**config.mk**
```make
export PLATFORM = sky130hd
export DESIGN_NAME = mem_addr_mux
export DESIGN_NICKNAME = d
export VERILOG_FILES = /design/src/rtl/mem_addr_mux_pkg.sv /design/src/rtl/mem_addr_mux_ctrl.sv /design/src/rtl/mem_addr_mux_dp.sv /design/src/rtl/mem_addr_mux.sv
export SDC_FILE = /design/constraint.sdc
export NUM_CORES = 1
export LEC_CHECK = 0
export ABC_CLOCK_PERIOD_IN_PS = 3240
export BUFFER_PORTS_ARGS = -buffer_cell sky130_fd_sc_hd__buf_2
export CAP_MARGIN = 25
export CORE_UTILIZATION = 35
export DETAILED_ROUTE_END_ITERATION = 10
export HOLD_SLACK_MARGIN = 0.05
export PLACE_DENSITY = 0.62
export SLEW_MARGIN = 30
export SYNTH_ARGS = -nofsm -noshare
export SYNTH_HDL_FRONTEND = slang
export SYNTH_SLANG_ARGS = --single-unit
```
**constraint.sdc**
```tcl
create_clock -name clk -period 3.24 [get_ports clk]
set_input_delay 0.81 -clock clk [delete_from_list [all_inputs] [get_ports clk]]
set_output_delay 0.81 -clock clk [all_outputs]
set_load 0.05 [all_outputs]
```
**src/rtl/mem_addr_mux_pkg.sv**
```systemverilog
package mem_addr_mux_pkg;

  localparam int SHIFT_W = 6;

  typedef enum logic [1:0] {
    SRC_PASS = 2'b00,
    SRC_MUX  = 2'b01,
    SRC_REG  = 2'b10,
    SRC_ALT  = 2'b11
  } srcSel_e;

  // strobes from control to datapath for the current pattern word
  typedef struct packed {
    logic               useMux;
    logic               useReg;
    logic [SHIFT_W-1:0] shiftAmt;
    logic [1:0]         offCnt;
    logic               illegalHit;
    logic               readEn;
    logic               earlyCap;
  } strobe_t;

endpackage

```
**src/rtl/mem_addr_mux_ctrl.sv**
```systemverilog
module mem_addr_mux_ctrl
  import mem_addr_mux_pkg::*;
#(
  parameter int BASE_SHIFT = 8
) (
  input  logic       sysBusMode,
  input  logic [1:0] addrSel,
  input  logic [2:0] muxMode,
  input  logic       readCycle,
  input  logic       utaBit,
  input  logic       gpl4Dis,
  input  logic       dltBit,
  output strobe_t    strobe
);

  localparam logic [SHIFT_W-1:0] BASE = SHIFT_W'(BASE_SHIFT);

  always_comb begin
    strobe          = '0;
    strobe.shiftAmt = BASE;
    strobe.readEn   = readCycle;
    strobe.earlyCap = readCycle & utaBit & gpl4Dis & dltBit;
    case (srcSel_e'(addrSel))
      SRC_MUX: begin
        strobe.useMux = 1'b1;
        case (muxMode)
          3'b000, 3'b001, 3'b010, 3'b011:
            strobe.shiftAmt = BASE + SHIFT_W'(muxMode);
          3'b100: begin
            strobe.shiftAmt = BASE + SHIFT_W'(4);
            strobe.offCnt   = 2'd1;
          end
          3'b101: begin
            strobe.shiftAmt = BASE + SHIFT_W'(5);
            strobe.offCnt   = 2'd2;
          end
          default: begin
            strobe.shiftAmt   = BASE;
            strobe.illegalHit = 1'b1;
          end
        endcase
      end
      SRC_REG: strobe.useReg = !sysBusMode;
      default: ;
    endcase
  end

endmodule

```
**src/rtl/mem_addr_mux_dp.sv**
```systemverilog
module mem_addr_mux_dp
  import mem_addr_mux_pkg::*;
#(
  parameter int ADDR_W   = 32,
  parameter int PIN_W    = 16,
  parameter int REG_KEEP = 18,
  parameter int DATA_W   = 32
) (
  input  logic              clk,
  input  logic              rstN,
  input  strobe_t           strobe,
  input  logic [ADDR_W-1:0] masterAddr,
  input  logic [ADDR_W-1:0] marValue,
  input  logic [DATA_W-1:0] dataIn,
  output logic [ADDR_W-1:0] memAddr,
  output logic [ADDR_W-1:0] memAddrOe,
  output logic              illegalMode,
  output logic [DATA_W-1:0] rdData,
  output logic              rdValid
);

  localparam int HI_W = ADDR_W - PIN_W;

  logic [PIN_W-1:0]  shiftedLow;
  logic [PIN_W-1:0]  pinOn;
  logic [ADDR_W-1:0] nextAddr;
  logic [ADDR_W-1:0] nextOe;
  logic              readReg;
  logic              earlyReg;
  logic [DATA_W-1:0] halfData;

  assign shiftedLow = PIN_W'(masterAddr >> strobe.shiftAmt);

  // top pins of the multiplexed field switch off in the narrow modes
  for (genvar g = 0; g < PIN_W; g++) begin : g_pin
    assign pinOn[g] = !(strobe.useMux &&
                        (32'(g) + 32'(strobe.offCnt) >= 32'(PIN_W)));
  end

  assign nextOe = {{HI_W{1'b1}}, pinOn};

  always_comb begin
    if (strobe.useMux)
      nextAddr = {masterAddr[ADDR_W-1:PIN_W], shiftedLow & pinOn};
    else if (strobe.useReg)
      nextAddr = ADDR_W'(marValue[REG_KEEP-1:0]);
    else
      nextAddr = masterAddr;
  end

  always_ff @(posedge clk) begin
    if (!rstN) begin
      memAddr     <= '0;
      memAddrOe   <= '1;
      illegalMode <= 1'b0;
      readReg     <= 1'b0;
      earlyReg    <= 1'b0;
      rdValid     <= 1'b0;
      rdData      <= '0;
    end else begin
      memAddr     <= nextAddr;
      memAddrOe   <= nextOe;
      illegalMode <= illegalMode | strobe.illegalHit;
      readReg     <= strobe.readEn;
      earlyReg    <= strobe.earlyCap;
      rdValid     <= readReg;
      if (readReg)
        rdData <= earlyReg ? halfData : dataIn;
    end
  end

  // half-cycle-early latch, armed by the registered capture control
  always_ff @(negedge clk) begin
    if (!rstN)
      halfData <= '0;
    else if (earlyReg)
      halfData <= dataIn;
  end

endmodule

```
**src/rtl/mem_addr_mux.sv**
```systemverilog
module mem_addr_mux
  import mem_addr_mux_pkg::*;
#(
  parameter int ADDR_W     = 32,
  parameter int PIN_W      = 16,
  parameter int REG_KEEP   = 18,
  parameter int DATA_W     = 32,
  parameter int BASE_SHIFT = 8
) (
  input  logic              clk,
  input  logic              rstN,
  input  logic              sysBusMode,
  input  logic [1:0]        addrSel,
  input  logic [2:0]        muxMode,
  input  logic [ADDR_W-1:0] masterAddr,
  input  logic [ADDR_W-1:0] marValue,
  input  logic              readCycle,
  input  logic              utaBit,
  input  logic              gpl4Dis,
  input  logic              dltBit,
  input  logic [DATA_W-1:0] dataIn,
  output logic [ADDR_W-1:0] memAddr,
  output logic [ADDR_W-1:0] memAddrOe,
  output logic              illegalMode,
  output logic [DATA_W-1:0] rdData,
  output logic              rdValid
);

  strobe_t strobe;

  mem_addr_mux_ctrl #(.BASE_SHIFT(BASE_SHIFT)) ctrl_i (
    .sysBusMode(sysBusMode),
    .addrSel   (addrSel),
    .muxMode   (muxMode),
    .readCycle (readCycle),
    .utaBit    (utaBit),
    .gpl4Dis   (gpl4Dis),
    .dltBit    (dltBit),
    .strobe    (strobe)
  );

  mem_addr_mux_dp #(
    .ADDR_W(ADDR_W), .PIN_W(PIN_W), .REG_KEEP(REG_KEEP), .DATA_W(DATA_W)
  ) dp_i (
    .clk        (clk),
    .rstN       (rstN),
    .strobe     (strobe),
    .masterAddr (masterAddr),
    .marValue   (marValue),
    .dataIn     (dataIn),
    .memAddr    (memAddr),
    .memAddrOe  (memAddrOe),
    .illegalMode(illegalMode),
    .rdData     (rdData),
    .rdValid    (rdValid)
  );

endmodule

```
After elaboration in Yosys (flattened, before gate mapping)
Cells that the tools add are included.

cells by class
  add/sub/neg operators = 16
  magnitude comparators = 16
  eq/ne operators = 7
  shift-type cells = 1
  muxes and demuxes = 9
  bitwise gates (word level) = 5
  reductions and logical operators = 36

operators with widths
  operator                                                                 count
  32-bit by 5-bit >= comparator with 1-bit output (second input constant)  15
  32-bit two-way mux                                                       3
  4-bit by 2-bit adder with 5-bit output (first input constant)            8
  32-bit by 6-bit right shift with 16-bit output                           1
  6-bit one-hot mux with 3 select lines                                    1
  1-bit logical NOT                                                        17
  3-bit by 2-bit adder with 4-bit output (first input constant)            4
  16-bit bitwise AND                                                       1
  1-bit logical AND                                                        16
  9-bit two-way mux                                                        1
  2-bit by 2-bit adder with 3-bit output (first input constant)            2
  3-bit by 2-bit == test with 1-bit output (second input constant)         2
  3-bit == test (second input constant)                                    2
  6-bit OR reduction                                                       1
  4-bit by 3-bit adder with 5-bit output (first input constant)            1
  2-bit by 5-bit >= comparator with 1-bit output (second input constant)   1
  2-bit one-hot mux with 2 select lines                                    1
  4-bit OR reduction                                                       1
  1-bit by 2-bit adder with 3-bit output (first input constant)            1
  1-bit bitwise AND                                                        3
  3-bit by 1-bit == test with 1-bit output (second input constant)         1
  3-bit logical NOT                                                        1
  1-bit two-way mux                                                        3
  2-bit by 1-bit == test with 1-bit output (second input constant)         1
  other kinds (2)                                                          2

storage, ports and cells
  bits in registers = 132
  logic and storage cells = 99

Depth between registers and ports, before layout
  depth after elaboration = 10
  depth in mapped cells = 7
  gate-level depth less buffers = 6

Hierarchy
A second synthesis with hierarchy kept.

unflattened totals
  cell total of the unflattened synthesis = 602
  area total of the unflattened synthesis = 5,959.5 um^2

modules (own cells, without submodules)
  module             times used  cells an instance  area an instance (um^2)
  mem_addr_mux_dp    1           584                5,838.1
  mem_addr_mux_ctrl  1           18                 121.4

==> results.sh <==
export IMPL_drive_gt1_frac=0.304
export IMPL_avgSynthCellArea_um2=9.66
export IMPL_dp_slack_ns=0.130
export IMPL_postRouteAntennaNets=0
export IMPL_status="finished, final reports clean"
export IMPL_cts_setup_buffers=0
export IMPL_grt_overflow=0
export IMPL_gp_congestion=0.895
export IMPL_dp_final_hpwl_um=9570
export IMPL_synthCells=508
export IMPL_r2r_end="dp_i.halfData[29]"
export IMPL_num_antenna_cells=0
export IMPL_netlist_area_um2=4910
export IMPL_clk_latency_ns=0.41
export IMPL_fp_dieH_um=120
export IMPL_io_buffer_count=162
export IMPL_cp_max_fo=47
export IMPL_tns_ns=0
export IMPL_cap_violations=0
export IMPL_worstSetupEndpointType="flip-flop"
export IMPL_timing_hold_worst_class="reg2reg"
export IMPL_reg2reg_from="dp_i.earlyReg"
export IMPL_grt_max_degree=66
export IMPL_ff2ff_path_depth=3
export IMPL_cts_max_level=3
export IMPL_cts_tree="yes"
export IMPL_ctsLongestPathBuffers=2
export IMPL_nets=796
export IMPL_relSlewSlack=0.462
export IMPL_root_buffer="clkbuf_16"
export IMPL_arrival_ns=1.39
export IMPL_drcViolationCount=0
export IMPL_min_from="dp_i.rdData[16]"
export IMPL_crit_required_ns=1.91
export IMPL_die_x_um=120
export IMPL_holdPathStages=2
export IMPL_cts_resized=0
export IMPL_path_clk_slew_ns=0.08
export IMPL_start_util=0.365
export IMPL_synth_cell_types=47
export IMPL_slew_violations=0
export IMPL_r2r_slack_ns=0.52
export IMPL_powerDensity_nw_per_um2=522
export IMPL_drt_wl_total_um=12800
export IMPL_vias=4390
export IMPL_cts_sinks=103
export IMPL_area_delta_synth_final_pct=26.4
export IMPL_die_area_um2=14500
export IMPL_antenna_found_initial=0
export IMPL_whs_endpoint="dp_i.rdData[16]"
export IMPL_coreArea_um2=13500
export IMPL_grt_pass1_wl_um=20100
export IMPL_worst_pin_slew_ns=0.807
export IMPL_wl_per_cell_um=14.7
export IMPL_setup_viol=0
export IMPL_startpoint_type="flip-flop"
export IMPL_critPathKind="reg2reg"
export IMPL_drt_iter0_drc=209
export IMPL_rsz0062_at_grt="false"
export IMPL_grt_pass1_vias=4082
export IMPL_rows=42
export IMPL_io_pins=206
export IMPL_vias_per_cell=5.05
export IMPL_skew_ns=0.0563
export IMPL_ys_seq_area_frac=0.420
export IMPL_hold_viol=0
export IMPL_fin_ws_ns=0.518
export IMPL_groute_usage_overall=0.177
export IMPL_ys_warn_count=0
export IMPL_cellLeakagePower_nw=2.75
export IMPL_cts_hold_fix_buffers=0
export IMPL_first_pass_iters=6
export IMPL_ys_ff_latch=103
export IMPL_hold_slack_ns=0.484
export IMPL_ir_drop_uv=242
export IMPL_cts_buffers=9
## metal layers
metal,global-route usage,vias up,wire length [um]
li1,-,2137,-
met3,0.0392,25,850
met2,0.296,188,6040
met5,0,-,0
met1,0.213,2040,5510
met4,0.0895,0,410
## how the worst max path moves through the flow
stage,depth (start not counted),to,startpoint,slack (ns)
CTS,3,dp_i.halfData[3],dp_i.earlyReg,0.51
finish,3,dp_i.halfData[29],dp_i.earlyReg,0.52
floorplan,5,dp_i.halfData[10],rstN,0.006
global route,3,dp_i.halfData[4],dp_i.earlyReg,0.45
global placement,4,dp_i.halfData[23],rstN,0.16
detailed placement,4,dp_i.halfData[23],rstN,0.13
## layout make-up
type	count	area, um^2
Clock inverter	39	186
Tap cell	176	220
Inverter	5	18.8
Clock buffer	9	225
Timing Repair Buffer	176	941
Sequential cell	103	2070
Fill cell	1357	7250
Multi-Input combinational cell	361	2540
## report_power, final
part | internal (mW) | leakage, nW | switching [mW]
Clock | 0.589 | 0.309 | 0.613
Sequential | 1.33 | 0.847 | 0.0361
Combinational | 0.193 | 1.59 | 0.474
Total | 2.11 | 2.75 | 1.12
## cells in the final DEF, fill, tap and decap left out, types with 3 or more instances in the layout
cell type / n
a21oi_1: 10
mux2i_1: 74
o21ai_0: 7
inv_1: 36
and2_1: 16
nand2b_1: 3
nor2_1: 70
mux4_1: 5
conb_1: 30
buf_2: 162
buf_4: 12
mux2_2: 7
nand3_1: 7
clkbuf_16: 9
a221o_1: 4
a22oi_1: 12
nand2_1: 29
a211oi_1: 33
a31oi_1: 5
o211ai_1: 3
dfxtp_1: 101
a22o_1: 16
## registers in the layout (all words and copies together), names as in the netlist
signal,cells
dp_i.earlyReg,1
dp_i.halfData,32
dp_i.illegalMode,1
dp_i.memAddr,32
dp_i.memAddrOe,3
dp_i.rdData,32
dp_i.rdValid,1
dp_i.readReg,1
## worst max-delay path, stage by stage, from the launching register on
cell and delay [ns]:
dfxtp_4 0.41, buf_12 0.30, mux2i_1 0.25, nor2_1 0.05
## cells in the mapped netlist, drive strengths merged
library cell,count,share of area
o21ai,7,0.0071
a221oi,1,0.0018
a41oi,1,0.0018
o22ai,1,0.0013
nand2b,3,0.0038
inv,6,0.0046
clkbuf,16,0.012
and2,16,0.020
and4,1,0.0018
a31o,2,0.0036
a22o,16,0.029
mux4,7,0.036
nor2,72,0.056
nand2,30,0.023
a21o,2,0.0031
a21oi,11,0.014
buf,51,0.068
conb,1,0.00076
o21a,2,0.0031
a211oi,33,0.050
mux2,7,0.016
a221o,4,0.0082
nor3,1,0.0010
a31oi,5,0.0064
nand3,7,0.0071
and2b,1,0.0015
a311oi,1,0.0018
and4bb,1,0.0025
o211ai,3,0.0046
a32oi,2,0.0036
o221ai,1,0.0031
o2bb2ai,2,0.0036
dfxtp,103,0.42
nor2b,2,0.0025
a22oi,12,0.018
nand3b,1,0.0041
o31ai,1,0.0015
a222oi,1,0.0020
mux2i,74,0.15
## cell families (layout without fill, tap and decap cells)
| family | after synthesis | in the layout | synth area share |
|---|---|---|---|
| flops | 103 | 103 | 0.420 |
| compound gates | 108 | 108 | 0.167 |
| buf+inv | 73 | 229 | 0.0844 |
| simple gates | 135 | 135 | 0.124 |
| mux | 88 | 88 | 0.203 |
| other cells | 1 | 30 | 0.000764 |
## metrics by stage
stage          total power [mW]  instances  cell area (um^2)   util
4_1_cts                    3.29        869              6200  0.461
6_report                   3.24        869              6200  0.461
3_5_place_dp               2.12        822              5790  0.431
5_1_grt                    3.41        869              6200  0.461
3_3_place_gp               2.11        822              5790  0.430
2_1_floorplan              1.96        537              5030      -
No activity file was read; power rests on OpenSTA's default activity.
